### src/rtl/hzd_pkg.sv
package hzd_pkg;

  typedef enum logic [1:0] {
    FWD_RF  = 2'b00,
    FWD_WB  = 2'b01,
    FWD_MEM = 2'b10
  } fwd_sel_e;

endpackage

### src/rtl/hzd_fwd_sel.sv
module hzd_fwd_sel #(
  parameter int REG_AW = 5
) (
  input  logic [REG_AW-1:0] src,
  input  logic [REG_AW-1:0] mem_rd,
  input  logic              mem_we,
  input  logic [REG_AW-1:0] wb_rd,
  input  logic              wb_we,
  output hzd_pkg::fwd_sel_e sel
);
  import hzd_pkg::*;

  logic src_live;
  logic mem_hit;
  logic wb_hit;

  always_comb begin
    src_live = |src;
    mem_hit  = src_live && mem_we && (mem_rd == src);
    wb_hit   = src_live && wb_we  && (wb_rd  == src);
    if (mem_hit)     sel = FWD_MEM;
    else if (wb_hit) sel = FWD_WB;
    else             sel = FWD_RF;
  end

  always_comb begin
    a_r4_zero_src_from_rf: assert (src != '0 || sel == FWD_RF)
      else $error("register 0 source was bypassed");
    a_r5_mem_sel_needs_we: assert (sel != FWD_MEM || mem_we)
      else $error("memory-stage select without write enable");
    a_r2_wb_sel_needs_we: assert (sel != FWD_WB || wb_we)
      else $error("write-back select without write enable");
  end

endmodule

### src/rtl/hzd_load_use.sv
module hzd_load_use #(
  parameter int REG_AW = 5,
  parameter int NSRC   = 2
) (
  input  logic [NSRC-1:0][REG_AW-1:0] id_src,
  input  logic [REG_AW-1:0]           ex_rd,
  input  logic                        ex_we,
  input  logic                        ex_load,
  output logic                        stall
);

  logic [NSRC-1:0] src_hit;
  logic            load_live;

  assign load_live = ex_load && ex_we && (|ex_rd);

  for (genvar g = 0; g < NSRC; g++) begin : g_src
    assign src_hit[g] = (id_src[g] == ex_rd);
  end

  assign stall = load_live && (|src_hit);

  always_comb begin
    a_r7_stall_needs_load: assert (!stall || ex_load)
      else $error("stall raised without a load in execute");
    a_r4_stall_not_on_r0: assert (!stall || ex_rd != '0)
      else $error("stall raised for register 0");
  end

endmodule

### src/rtl/hzd_branch_ctl.sv
module hzd_branch_ctl (
  input  logic taken,
  input  logic stall,
  output logic flush
);

  assign flush = taken && !stall;

  always_comb begin
    a_r8_flush_needs_taken: assert (!flush || taken)
      else $error("flush without a taken branch");
  end

endmodule

### src/rtl/hzd_pipe_ctrl.sv
module hzd_pipe_ctrl #(
  parameter int REG_AW = 5
) (
  input  logic [REG_AW-1:0] id_rs1,
  input  logic [REG_AW-1:0] id_rs2,
  input  logic              id_branch_taken,
  input  logic [REG_AW-1:0] ex_rs1,
  input  logic [REG_AW-1:0] ex_rs2,
  input  logic [REG_AW-1:0] ex_rd,
  input  logic              ex_reg_we,
  input  logic              ex_mem_read,
  input  logic [REG_AW-1:0] mem_rd,
  input  logic              mem_reg_we,
  input  logic [REG_AW-1:0] wb_rd,
  input  logic              wb_reg_we,
  output logic [1:0]        fwd_a_sel,
  output logic [1:0]        fwd_b_sel,
  output logic              pc_hold,
  output logic              ifid_hold,
  output logic              idex_bubble,
  output logic              ifid_flush
);
  import hzd_pkg::*;

  localparam int NSRC = 2;

  logic [NSRC-1:0][REG_AW-1:0] ex_src;
  logic [NSRC-1:0][REG_AW-1:0] id_src;
  fwd_sel_e                    sel [NSRC];
  logic                        stall;
  logic                        flush;

  assign ex_src[0] = ex_rs1;
  assign ex_src[1] = ex_rs2;
  assign id_src[0] = id_rs1;
  assign id_src[1] = id_rs2;

  for (genvar g = 0; g < NSRC; g++) begin : g_opnd
    hzd_fwd_sel #(.REG_AW(REG_AW)) u_sel (
      .src    (ex_src[g]),
      .mem_rd (mem_rd),
      .mem_we (mem_reg_we),
      .wb_rd  (wb_rd),
      .wb_we  (wb_reg_we),
      .sel    (sel[g])
    );
  end

  hzd_load_use #(.REG_AW(REG_AW), .NSRC(NSRC)) u_lu (
    .id_src  (id_src),
    .ex_rd   (ex_rd),
    .ex_we   (ex_reg_we),
    .ex_load (ex_mem_read),
    .stall   (stall)
  );

  hzd_branch_ctl u_br (
    .taken (id_branch_taken),
    .stall (stall),
    .flush (flush)
  );

  assign fwd_a_sel   = sel[0];
  assign fwd_b_sel   = sel[1];
  assign pc_hold     = stall;
  assign ifid_hold   = stall;
  assign idex_bubble = stall;
  assign ifid_flush  = flush;

  always_comb begin
    a_r9_stall_beats_flush: assert (!(stall && flush))
      else $error("flush raised during a load-use stall");
    a_r3_sel_code_legal: assert (fwd_a_sel != 2'b11 && fwd_b_sel != 2'b11)
      else $error("illegal bypass select code");
  end

endmodule

### config.mk
export PLATFORM = sky130hd
export DESIGN_NAME = hzd_pipe_ctrl
export DESIGN_NICKNAME = d
export VERILOG_FILES = /design/src/rtl/hzd_pkg.sv /design/src/rtl/hzd_fwd_sel.sv /design/src/rtl/hzd_load_use.sv /design/src/rtl/hzd_branch_ctl.sv /design/src/rtl/hzd_pipe_ctrl.sv
export SDC_FILE = /design/constraint.sdc
export NUM_CORES = 1
export LEC_CHECK = 0
export BUFFER_PORTS_ARGS = -buffer_cell sky130_fd_sc_hd__buf_4
export CAP_MARGIN = 20
export CELL_PAD_IN_SITES_DETAIL_PLACEMENT = 0
export CELL_PAD_IN_SITES_GLOBAL_PLACEMENT = 2
export CORE_MARGIN = 3
export CORE_UTILIZATION = 18
export DETAILED_ROUTE_END_ITERATION = 12
export MAX_ROUTING_LAYER = met4
export PLACE_DENSITY = 0.83
export SKIP_LAST_GASP = 1
export SLEW_MARGIN = 20
export SYNTH_ARGS = -nofsm -noshare
export SYNTH_HDL_FRONTEND = slang
export SYNTH_SLANG_ARGS = --single-unit
### constraint.sdc
create_clock -name vclk -period 1.3
set_input_delay 0.13 -clock vclk [all_inputs]
set_output_delay 0.13 -clock vclk [all_outputs]
set_load 0.005 [all_outputs]
Yosys cells after proc, flatten, opt, wreduce, memory -nomap -nowiden --
Index checks and enable logic that the tools add are counted.
Operators by class: add/sub/neg operators 0, $mul 0, divide/modulo/power cells 0, order comparisons 0, equality and inequality tests 6, shift operators 0, mux-type cells 4, bitwise operators 0, reductions and logical operators 17
Operator list (number):
- == test 5 bit | 6
- OR reduction 5 bit | 3
- logical AND 1 bit | 12
- two-way mux 2 bit | 2
- two-way mux 1 bit | 2
- OR reduction 2 bit | 1
- logical NOT 1 bit | 1
Storage, ports and cells: register bits 0, bits in latches 0, RAM bits 0, ROM bits 0, logic and storage cells 27, memories kept 0

Depth between registers and ports, before layout --
depth in word-level cells 5, depth in mapped cells 5

Hierarchy --
A second synthesis with hierarchy kept.
Unflattened totals: cell total of the unflattened synthesis 58, area, all modules 454.2 um^2
Modules (own cells, without submodules):
- hzd_fwd_sel | times used 2, cells an instance 19, area each 146.4 um^2, seq. area each 0.0 um^2
- hzd_load_use | times used 1, cells an instance 17, area each 132.6 um^2, seq. area each 0.0 um^2
- hzd_pipe_ctrl | times used 1, cells an instance 2, area each 15.0 um^2, seq. area each 0.0 um^2
- hzd_branch_ctl | times used 1, cells an instance 1, area each 13.8 um^2, seq. area each 0.0 um^2

Worst setup path after synthesis --
Ideal clock, no wire load.
path type input to output, from input port ex_rs1[0], to output port fwd_a_sel[0], data arrival time 1.094 ns, slack 0.076 ns, stages 4, path buffers 0, path through or4_4 > nor2_4 > nor4_2 > nor4_2
On the way: elaborated cells on any way between the ends 9, those cells by class eq/ne (2); mux (2); reduce/logical (5)
RTL lines:
- start, declared | RTL line hzd_pipe_ctrl.sv:7 | input logic [REG_AW-1:0] ex_rs1,
- OR reduction 5 bit | RTL line hzd_fwd_sel.sv:18 | src_live = |src;
- logical AND 1 bit | RTL line hzd_fwd_sel.sv:19 | mem_hit = src_live && mem_we && (mem_rd == src);
- logical AND 1 bit * | RTL line hzd_fwd_sel.sv:19
- via g_opnd[0].u_sel.mem_hit | RTL line hzd_fwd_sel.sv:14 | logic mem_hit;
- two-way mux 2 bit * | RTL line hzd_fwd_sel.sv:21 | if (mem_hit) sel = FWD_MEM;
- end, declared | RTL line hzd_pipe_ctrl.sv:16 | output logic [1:0] fwd_a_sel,
The timed path passes the listed nets; every way through them passes the cells marked *.

Worst setup path after layout --
from input port ex_rs1[0], to output port fwd_a_sel[0]
On the way: longest elaborated chain between the ends 5, elaborated cells on any way between the ends 9, those cells by class eq/ne (2); mux (2); reduce/logical (5)
RTL lines:
- OR reduction 5 bit | RTL line hzd_fwd_sel.sv:18
- logical AND 1 bit (2 in series) | RTL line hzd_fwd_sel.sv:20 | wb_hit = src_live && wb_we && (wb_rd == src);
- two-way mux 1 bit | RTL line hzd_fwd_sel.sv:22 | else if (wb_hit) sel = FWD_WB;
- two-way mux 2 bit * | RTL line hzd_fwd_sel.sv:21
Mark *: on every way between the ends. The rest lies on a longest branch, timed or not.

==> reports/qor.yml <==
status: "complete, but fails checks"
fp.dieArea_sq_um: 3286
violations: "setup timing"
gp_congestion: 0.7895
numPortBuffers: 48
drc_errors: 0
power_uw: 303.1
nFlopsAndLatches: 0
synth_cells: 57
required_ps: 1170
min_path_cells: 3
irDropWorstVdd_mv: 0.1433
crit_fanout: 2
wl_per_cell_microns: 10.85
finalHoldViolations: 0
wl_met2_microns: 783
die_h_microns: 57.33
num_vias: 628
power_leakage_nw: 0.4464
cp-start-kind: "input pin"
dpl_cell_area_sq_um: 952.2
tightest_slew_ps: 259.7
drt_wl_total_mm: 1.595
slew_headroom: 0.8263
drive_gt1_frac: 0.6303
rsz0062_at_grt: "true"
ys_warn_count: 0
grt_pass1_vias: 626
maxSlewViolCount: 0
drt-initial-drc-count: 8
worstSetupEndpointType: "primary output"
synth_nets: 97
grt_pass1_wl_mm: 2.559
antenna_found_initial: 0
die_x_microns: 57.33
final_nets: 161
power.density_nw_per_um2: 293.6
dr.pass1.iters: 3
synth.area.top_cells: "xnor2_1 48%, nor4_2 11%, xor2_1 7.4%"
vias_per_cell: 4.272
timing.final.crit_share: 1.118
m1WireLength_microns: 564
setup_tns_ps: -355.8
fin_ws_ps: -153.6
highest_layer: "met4"
crit_arrival_ps: 1320
clkbuf_count: 0
yosysTopAreaCell: "xnor2_1"
yosysUniqueCellTypes: 14
overflow: 0
ant_nets: 0
met3_length_microns: 232
path_buf_inv: 2
path_depth: 6
core_sq_um: 2361
yosys.area.top_type_share: 0.4802
diodes: 0
synth.avg_cell_area_sq_um: 8.319
finish.utilization: 0.4372
num_io_pins: 48
fmax_ghz: 0.6879
hold_class: "input pin to primary output"
worst-setup-path-type: "input pin to primary output"
yosysMostFrequentCell: "xnor2_1"
grt_max_degree: 4
postCtsHoldBufs: 0
slowest_delay_ps: 530
seqCellArea_sq_um: 0
final.min_clock_period_ps: 1454
post-route-cell-area_sq_um: 1032
yosysSeqAreaShare: 0
start_util: 0.2008
crit_chain: "buf_6 > or4_4 > nor2_4 > nor4_4 > nor4_2 > buf_4"
path_delay_family: "simple AND/OR/NAND/NOR gates"
rows: 17
pre_cts_ws_ps: -170.4
area_delta_synth_final_pct: 117.7
finalSetupViolCount: 7
grtUsageTotal: 0.09687
maxCapViolCount: 0
synth.cell_area_sq_um: 474.2
cp_slowest_cell: "or4_4"
hpwlAfterDp_mm: 1.491
[repair_timing]
action                                  4_1_cts  5_1_grt
gates resized for setup                       9        5
buffers inserted                              4        1
endpoints found under the setup margin        8        8
pin swaps                                     0        1
[per-layer routing]
layer	GRT usage	vias to the layer above
met3	0.01810	2
met1	0.1068	259
li1	-	320
met4	0.009934	0
met2	0.1843	47
met5	-	-
[kinds of logic (layout without fill, tap and decap cells)]
kind of cell,after synthesis,count (layout),share of synthesized area
xor gates and xnor gates,30,30,0.5541
and+or+nand+nor,20,20,0.3325
buffers and inverters,4,66,0.06333
AOI/OAI and AO/OA,3,3,0.05015
[cell usage in the layout, fill, tap and decap left out]
cell type  count
and2_4         1
a21boi_1       1
xor2_1         4
nor4_2         2
nand3_1        2
xnor2_1       26
nand2_1        4
buf_6         10
o311a_1        1
buf_4         56
o22ai_1        1
nor4_4         2
or3_1          1
nor2_4         2
or4_4          2
nand4_1        4
[layout make-up]
type / instances / area, sq um
tap: 28 / 35.03
multi-input combinational: 53 / 464.2
fill: 232 / 1329
timing repair buffer: 66 / 533.0
[power breakdown]
group          internal [mW]  total, mW  switching (mW)
registers                  0          0               0
clock network              0          0               0
logic                  0.191      0.303           0.112
total                  0.191      0.303           0.112
[path summary, 6_finish.rpt]
path | from | to | slack, ps
min | id_branch_taken | ifid_flush | 600
max | ex_rs1[0] | fwd_a_sel[0] | -150
[tightest hold or removal path, cell delays in order]
cell and delay, ps:
buf_4 70, a21boi_1 140, buf_4 120
[through the flow]
| step | hold slack [ps] | instances |
|---|---|---|
| floorplan | 354.3 | 57 |
| global placement | 605.7 | 144 |
| detailed placement | 605.6 | 144 |
| CTS | 595.6 | 147 |
| global route | 624.3 | 147 |
| finish | 597.1 | 147 |
(Power assumes the default switching activity.)
